$ cat config.mk
export PLATFORM = sky130hd
export DESIGN_NAME = hazard_resolver
export DESIGN_NICKNAME = d
export VERILOG_FILES = /design/src/rtl/hazard_resolver.sv
export SDC_FILE = /design/constraint.sdc
export NUM_CORES = 1
export LEC_CHECK = 0
export ABC_AREA = 1
export ABC_CLOCK_PERIOD_IN_PS = 1100
export BUFFER_PORTS_ARGS = -buffer_cell sky130_fd_sc_hd__buf_2
export CAP_MARGIN = 15
export CORE_ASPECT_RATIO = 0.7
export CORE_UTILIZATION = 47
export DETAILED_ROUTE_END_ITERATION = 8
export PLACE_DENSITY = 0.91
export RECOVER_POWER = 50
export SYNTH_ARGS = -nofsm -noshare
export SYNTH_HDL_FRONTEND = slang
export SYNTH_SLANG_ARGS = --single-unit
$ cat constraint.sdc
create_clock -name vclk -period 1.1
set_input_delay 0.11 -clock vclk [all_inputs]
set_output_delay 0.11 -clock vclk [all_outputs]
set_load 0.05 [all_outputs]
$ cat src/rtl/hazard_resolver.sv
module hazard_resolver #(
  parameter int REG_W = 5
) (
  input  logic [REG_W-1:0] rs_d,
  input  logic [REG_W-1:0] rt_d,
  input  logic [REG_W-1:0] rs_e,
  input  logic [REG_W-1:0] rt_e,
  input  logic [REG_W-1:0] dst_e,
  input  logic [REG_W-1:0] dst_m,
  input  logic [REG_W-1:0] dst_w,
  input  logic             wr_en_e,
  input  logic             wr_en_m,
  input  logic             wr_en_w,
  input  logic             load_e,
  input  logic             load_m,
  input  logic             branch_d,
  input  logic             br_eq_d,
  output logic [1:0]       fwd_a_e,
  output logic [1:0]       fwd_b_e,
  output logic             fwd_a_d,
  output logic             fwd_b_d,
  output logic             stall_f,
  output logic             stall_d,
  output logic             flush_e,
  output logic             flush_d
);

  localparam logic [REG_W-1:0] ZERO_REG = '0;
  localparam logic [1:0] SEL_RF  = 2'b00;
  localparam logic [1:0] SEL_WB  = 2'b01;
  localparam logic [1:0] SEL_MEM = 2'b10;

  function automatic logic hit(input logic [REG_W-1:0] src,
                               input logic [REG_W-1:0] dst,
                               input logic en);
    return en && (src != ZERO_REG) && (src == dst);
  endfunction

  function automatic logic [1:0] ex_sel(input logic [REG_W-1:0] src);
    if (hit(src, dst_m, wr_en_m))      return SEL_MEM;
    else if (hit(src, dst_w, wr_en_w)) return SEL_WB;
    else                               return SEL_RF;
  endfunction

  logic load_use, br_hold, hold;

  assign fwd_a_e = ex_sel(rs_e);
  assign fwd_b_e = ex_sel(rt_e);
  assign fwd_a_d = hit(rs_d, dst_m, wr_en_m);
  assign fwd_b_d = hit(rt_d, dst_m, wr_en_m);

  assign load_use = load_e && ((rt_e == rs_d) || (rt_e == rt_d));
  assign br_hold  = branch_d &&
                    ((wr_en_e && ((dst_e == rs_d) || (dst_e == rt_d))) ||
                     (load_m  && ((dst_m == rs_d) || (dst_m == rt_d))));
  assign hold     = load_use || br_hold;

  assign stall_f = hold;
  assign stall_d = hold;
  assign flush_e = hold;
  assign flush_d = branch_d && br_eq_d && !hold;

  always_comb begin
    a_r1_sel_a_legal: assert (fwd_a_e != 2'b11)
      else $error("R1 operand A select uses the unused code");
    a_r2_sel_b_legal: assert (fwd_b_e != 2'b11)
      else $error("R2 operand B select uses the unused code");
    a_r3_zero_no_bypass: assert (!((rs_e == ZERO_REG && fwd_a_e != SEL_RF) ||
                                   (rt_e == ZERO_REG && fwd_b_e != SEL_RF) ||
                                   (rs_d == ZERO_REG && fwd_a_d) ||
                                   (rt_d == ZERO_REG && fwd_b_d)))
      else $error("R3 register zero was bypassed");
    a_r5_dec_fwd_needs_mem_write: assert (!((fwd_a_d || fwd_b_d) && !wr_en_m))
      else $error("R5 decode bypass without a memory-stage write");
    a_r8_stall_has_cause: assert (!(stall_f && !load_e && !branch_d))
      else $error("R8 stall raised with neither a load nor a branch");
    a_r9_flush_excludes_stall: assert (!(flush_d && (stall_d || !branch_d)))
      else $error("R9 decode flush while stalled or without a branch");
  end

endmodule

==> reports/results.txt, run 1 <==
post-synthesis adder-cell area fraction: 0%
GPL Wtd Cong: 0.922
Synth cell types: 26
post-CTS setup buffers: 2
Post-Synth XOR/XNOR Area: 25.7%
mux cell area share after synthesis: 0%
largest family of logic cells by synthesized area: simple AND/OR/NAND/NOR gates
synthesized area per cell: 5.20 um^2
post-synthesis sequential area ratio: 0%
mapped cell area: 885 um^2
Row Count: 12
die height: 38.3 um
Yosys top cell by area: nand2_1
synth warn: 0
Mapped Cells: 170
IO buf count: 52
Halt Stage: 4_1_cts
Hold-fix buffers, CTS: 0
Synth area leaders: nand2_1 25%, xnor2_1 14%, xor2_1 12%
dpl hpwl: 3130 um
status: did not finish
Starting Density: 53.1%
post-CTS sizing: 80
top cell type's share of synthesized area: 25.5%
Post-Syn Nets: 212
error message: [ERROR DPL-0038] Utilization greater than 100%, impossible to legalize
Synth Area in Simple Gates: 51.2%
placed cells: 263
die width: 53.9 um
Ports: 52
Synth Area in Compound Gates: 6.51%
## cell families after synthesis
group | Yosys count
and+or+nand+nor | 103
buffers and inverters | 32
xor gates and xnor gates | 26
AOI/OAI and AO/OA | 9
## cell usage after synthesis
cell        n
xnor2_1    14
buf_4       2
o2111ai_1   1
nor4_2      2
o21ai_0     2
inv_1      18
nand3b_1    1
nor3_1      3
buf_2       3
nor2_1     17
nand4_1     2
or2_2       1
nor2_2      3
nand2_1    60
a311oi_1    1
or2_0       1
o211ai_1    1
and3_1      1
nand2_2     2
inv_2       7
a211oi_1    1
a21oi_1     3
nand3_1     7
xor2_1     12
buf_6       2
nor4_1      3
## stage by stage
step                      util, %  worst slack (ns)  TNS (ns)  cell area, um^2
after detailed placement     86.1            -0.447     -3.20             1440
after floorplan                 -            -0.389     -1.56             1050
after global placement       86.1            -0.311     -2.35             1440
==> run 2: changes to the inputs <==
--- a/config.mk
+++ b/config.mk
@@ -9,10 +9,10 @@
 export ABC_CLOCK_PERIOD_IN_PS = 1100
 export BUFFER_PORTS_ARGS = -buffer_cell sky130_fd_sc_hd__buf_2
 export CAP_MARGIN = 15
-export CORE_ASPECT_RATIO = 0.7
-export CORE_UTILIZATION = 47
+export CORE_AREA = 2 2 63 65
 export DETAILED_ROUTE_END_ITERATION = 8
-export PLACE_DENSITY = 0.91
+export DIE_AREA = 0 0 65 67
+export PLACE_DENSITY_LB_ADDON = 0.15
 export RECOVER_POWER = 50
 export SYNTH_ARGS = -nofsm -noshare
 export SYNTH_HDL_FRONTEND = slang
==> run 2 against run 1 <==
Net effect:
- the flow now finishes, with violations (negative setup slack)
- area after synthesis is the same
- synthesized cell count is the same
==> reports/results.txt, run 2 <==
status: finished, violations left
failing checks: negative setup slack
Max Fclk: 0.786 GHz
Pleak: 0.000987 uW
Power per Cell Area: 394 nW/um^2
Ant. Diodes: 0
top cells by count, synth: 60 x nand2_1, 18 x inv_1, 17 x nor2_1, 14 x xnor2_1, 12 x xor2_1
worst hold path class: input pin to output port
synthesized area per cell: 5.20 um^2 (unchanged)
setup TNS: -1.16 ns
die width: 65 um (+21%)
max-slew violation count: 0
drt initial violations: 43
Synth Area in Simple Gates: 51.2% (unchanged)
Post-Syn Nets: 212 (unchanged)
clk_buf instances: 0
number of sequential cells: 0
fill cell count: 366
post-synthesis adder-cell area fraction: 0% (unchanged)
CP arrival: 1.16 ns
GPL Wtd Cong: 0.787 (-15%)
max-cap violations: 0
commonest non-fill, non-tap cell in the layout: nand2_1
RSZ-0062 raised after global routing: yes
final global-route overflow total: 0
Ports: 52 (unchanged)
mux cell area share after synthesis: 0% (unchanged)
antenna-violating nets left: 0
vias per inst: 4.30
Initial DRT Pass Iterations: 4
CP Capture Type: output port
Worst VDD drop: 0.164 mV
Synth Area in Compound Gates: 6.51% (unchanged)
Starting Density: 24.5% (-29 points)
gr usage total: 14.8%
final routed DRC violation total: 0
placed cells: 297 (+13%)
via count: 1282
first-pass GRT wire length: 5200 um
Yosys top cell by area: nand2_1
vias in the first global route: 1150
DR WL/cell: 11.4 um
Hold Crit Start: br_eq_d
Final Hold Vio Count: 0
Storage cell area: 0 um^2
final worst slack: -0.172 ns
post-synthesis sequential area ratio: 0% (unchanged)
Crit Path Max Fanout: 4
mapped cell area: 885 um^2 (unchanged)
required time worst endpoint: 0.99 ns
most frequent cells in the layout: 49 x nand2_1, 30 x buf_6, 30 x buf_4
Row Count: 22 (+10)
die area: 4360 um^2
Critical Path Source Type: input pin
CP Launch Point: dst_m[2]
synth warn: 0 (unchanged)
Post-Synth XOR/XNOR Area: 25.7% (unchanged)
# setup viols final: 9
Area Growth Syn to Fin: 123%
Synth cell types: 26 (unchanged)
# nets final: 294
worst setup path end: fwd_b_e[0]
critical path type: input pin to output port
Post-Route WL: 3410 um
layout cell share with drive strength beyond 1: 60.0%
dpl hpwl: 2670 um (-15%)
initial antenna violation count: 0
crit share post-route: 116%
IO buf count: 52 (unchanged)
min Tclk post-route: 1.27 ns
Synth area leaders: nand2_1 25%, xnor2_1 14%, xor2_1 12%
Mapped Cells: 170 (unchanged)
die height: 67 um (+75%)
Hold-fix buffers, CTS: 0 (unchanged)
largest family of logic cells by synthesized area: simple AND/OR/NAND/NOR gates
slew margin rel.: 77.7%
largest net degree at the start of global routing: 7
most frequent cell after synthesis: nand2_1
Slew @ Worst Pin: 0.331 ns
CORE AREA: 3610 um^2
top cell type's share of synthesized area: 25.5% (unchanged)
Final Non-Filler Cells: 298
-- run 2: cell type report --
cell class | count | area [um^2] | area share (%)
inverter | 25 | 109 | 5.51
multi-input combinational | 138 | 993 | 50.3
tap | 48 | 60.1 | 3.04
timing repair buffer | 87 | 813 | 41.2
-- run 2: report_power, final --
group	switching (uW)	internal [uW]	leakage, uW
Sequential	0	0	0
Combinational	383	395	0.000987
Clock	0	0	0
Total	383	395	0.000987
-- run 2: stage by stage --
step           util (%)  total power [uW]  setup WS [ns]  hold WS (ns)  cell area [um^2]
3_5_place_dp       42.5               593         -0.342         0.641              1530
3_3_place_gp       42.5               594         -0.335         0.643              1530
5_1_grt            54.8               842         -0.245         0.608              1980
6_report           54.8               778         -0.172         0.590              1980
2_1_floorplan         -               357         -0.389         0.384              1050
4_1_cts            49.4               693         -0.172         0.596              1780
-- run 2: critical path, cell delays in order --
cell and delay [ns]:
buf_8 0.11, buf_12 0.12, xnor2_2 0.11, nand4_1 0.15
nor4_4 0.21, buf_4 0.17, nor2_4 0.03, buf_6 0.14
-- run 2: layer usage --
layer / global-route usage (%) / wire, um
met3: 0.338 / 113
met5: 0 / 0
met2: 24.9 / 1720
met1: 22.2 / 1580
met4: 0 / 0
-- run 2: how the worst min path moves through the flow --
| stage | endpoint | slack, ns | cells after the start |
|---|---|---|---|
| floorplan | flush_d | 0.38 | 2 |
| global placement | flush_d | 0.64 | 4 |
| detailed placement | flush_d | 0.64 | 4 |
| CTS | flush_d | 0.60 | 4 |
| global route | flush_d | 0.61 | 4 |
| finish | flush_d | 0.59 | 4 |
-- run 2: cell families after synthesis --
logic type / Yosys count
XOR/XNOR: 26
buffers and inverters: 32
AO/OA/AOI/OAI: 9
AND/OR/NAND/NOR: 103
-- run 2: what timing repair did --
action | 4_1_cts | 5_1_grt
setup buffers | 1 | 0
setup endpoints to repair | 10 | 10
pin swaps | 33 | 35
hold endpoints to repair | 0 | 0
resized for setup | 78 | 56
cloned | 0 | 0
(Power assumes the default switching activity.)
==> run 3: changes to the inputs <==
--- a/config.mk
+++ b/config.mk
@@ -6,9 +6,11 @@
 export NUM_CORES = 1
 export LEC_CHECK = 0
 export ABC_AREA = 1
-export ABC_CLOCK_PERIOD_IN_PS = 1100
+export ABC_CLOCK_PERIOD_IN_PS = 1450
 export BUFFER_PORTS_ARGS = -buffer_cell sky130_fd_sc_hd__buf_2
 export CAP_MARGIN = 15
+export CELL_PAD_IN_SITES_DETAIL_PLACEMENT = 1
+export CELL_PAD_IN_SITES_GLOBAL_PLACEMENT = 1
 export CORE_AREA = 2 2 63 65
 export DETAILED_ROUTE_END_ITERATION = 8
 export DIE_AREA = 0 0 65 67
==> constraint.sdc (replaced) <==
create_clock -name vclk -period 1.45
set_input_delay 0.29 -clock vclk [all_inputs]
set_output_delay 0.29 -clock vclk [all_outputs]
set_load 0.05 [all_outputs]
==> run 3 against run 2 <==
Net effect:
- the run still ends with negative setup slack left
- critical path depth increased by 1
- sequential cell count unchanged
- setup slack got worse by 0.077 ns
- largest power group unchanged
- hold slack improved by 0.36 ns
- die area unchanged
- critical path type unchanged
- wire length increased by 25%
- non-clock buffer count decreased by 1
- total power decreased by 17%
- first-iteration DRC count decreased by 33%
- largest cell class unchanged
==> reports/results.txt, run 3 (synthesis gave the netlist of run 2 again) <==
die height: 67 um (unchanged)
Crit Path Max Fanout: 5 (+1)
layout cell share with drive strength beyond 1: 65.9% (+5.9 points)
Max Fclk: 0.589 GHz
Critical Path Source Type: input pin
commonest non-fill, non-tap cell in the layout: nand2_1
CP Capture Type: output port
placed inst area: 1490 um^2 (-2.8%)
via count: 1341 (+4.6%)
final global-route overflow total: 0 (unchanged)
most frequent cells in the layout: 39 x nand2_1, 35 x buf_4, 21 x nand2_2
area of the multi-input gates: 1080 um^2 (+8.6%)
Storage cell area: 0 um^2 (unchanged)
slew margin rel.: 75.5% (-2.2 points)
CP arrival: 1.41 ns (+0.25 ns)
fill cell count: 446 (+22%)
Pleak: 0.00101 uW (+2.5%)
clk_buf instances: 0 (unchanged)
die area: 4360 um^2 (unchanged)
Row Count: 22 (unchanged)
die width: 65 um (unchanged)
Slew @ Worst Pin: 0.365 ns (+0.0330 ns)
final worst slack: -0.249 ns (-0.0771 ns)
vias in the first global route: 1412 (+23%)
IO buf count: 52 (unchanged)
crit-path max cell delay: 0.17 ns (-0.04 ns)
Final Hold Vio Count: 0 (unchanged)
Ant. Diodes: 0 (unchanged)
DR WL/cell: 14.4 um (+26%)
first-pass GRT wire length: 6330 um (+22%)
RSZ-0062 raised after global routing: yes
final routed DRC violation total: 0 (unchanged)
fin area: 2090 um^2 (+5.7%)
Power per Cell Area: 310 nW/um^2 (-21%)
largest net degree at the start of global routing: 7 (unchanged)
initial antenna violation count: 0 (unchanged)
min Tclk post-route: 1.70 ns
# setup viols final: 10 (+1)
final core utilization: 57.9% (+3.1 points)
WHS Path Cells: 4 (unchanged)
crit share post-route: 117%
Ports: 52 (unchanged)
vias per inst: 4.52 (+5.0%)
failing checks: negative setup slack
antenna-violating nets left: 0 (unchanged)
Worst VDD drop: 0.114 mV (-30%)
worst hold path class: input pin to output port
Post-Route WL: 4270 um (+25%)
gr usage total: 18.4% (+3.6 points)
crit path max-delay cell type: xor2_1
status: finished, violations left
Initial DRT Pass Iterations: 4 (unchanged)
CORE AREA: 3610 um^2 (unchanged)
max-slew violation count: 0 (unchanged)
GPL Wtd Cong: 0.811 (+3.1%)
Starting Density: 24.5% (unchanged)
number of sequential cells: 0 (unchanged)
crit path cell chain: clkbuf_4 -> xor2_1 -> a21oi_1 -> nand3_1 -> nand2_1 -> nand2_2 -> nand2_8 -> buf_12 -> buf_12
Hold Crit Start: br_eq_d
dpl hpwl: 3190 um (+20%)
Area Growth Syn to Fin: 136%
Hold-fix buffers, CTS: 0 (unchanged)
drt initial violations: 29 (-33%)
max-cap violations: 0 (unchanged)
Hold EP: flush_d
critical path type: input pin to output port
required time worst endpoint: 1.16 ns (+0.17 ns)
# nets final: 293 (-0.34%)
crit-path most repeated cell: buf_12
## run 3: changes by cell type in the layout (fill, tap and decap cells not counted), sizes merged
cell,change
buf,-3
clkbuf,+2
## run 3: worst max-delay path by stage
stage / slack (ns) / cells past startpoint / from / to
2_1_floorplan: -0.40 / 5 / dst_m[2] / fwd_a_e[0]
3_3_place_gp: -0.33 / 13 / rs_d[1] / flush_d
3_5_place_dp: -0.35 / 8 / dst_m[0] / fwd_b_d
4_1_cts: -0.22 / 8 / dst_m[2] / fwd_b_e[0]
5_1_grt: -0.32 / 13 / dst_m[1] / stall_d
6_report: -0.25 / 9 / rt_e[0] / stall_d
## run 3: timing repair
| action | CTS | global route |
|---|---|---|
| gates cloned | 0 | 0 |
| setup buffers | 1 | 4 |
| gates resized for setup | 73 | 92 |
| pin swaps | 29 | 33 |
| setup endpoints to repair | 10 | 10 |
## run 3: area by class of cell
class | instances | area share (%)
repair buffers | 86 | 40.0
well taps | 48 | 2.88
inverters | 25 | 5.45
multi-input cells | 138 | 51.6
## run 3: stage by stage
stage / total power (uW) / setup TNS [ns] / instances / hold slack (ns) / setup slack, ns
6_report: 648 / -1.63 / 297 / 0.951 / -0.249
5_1_grt: 695 / -2.39 / 297 / 0.969 / -0.319
4_1_cts: 528 / -1.59 / 294 / 0.958 / -0.215
3_5_place_dp: 448 / -2.92 / 293 / 1.00 / -0.350
3_3_place_gp: 435 / -2.68 / 293 / 0.997 / -0.326
2_1_floorplan: 271 / -1.65 / 170 / 0.744 / -0.399
## run 3: layer usage
metal	up-vias	GRT usage, %	share of wire [%]
li1	677	-	-
met1	639	21.7	40
met2	25	38.8	58
met3	0	0.169	1.9
met4	0	0	0
met5	-	0	0
## run 3: critical path: cells and delay by family
family | cells | cell delay (ns)
buf+inv | 3 | 0.39
xor+xnor | 1 | 0.17
compound gates | 1 | 0.16
simple gates | 4 | 0.40
## run 3: report_power, final
part	internal [uW]	leakage, uW	switching [uW]	total [uW]
registers	0	0	0	0
clock network	0	0	0	0
logic	325	0.00101	323	648
total	325	0.00101	323	648
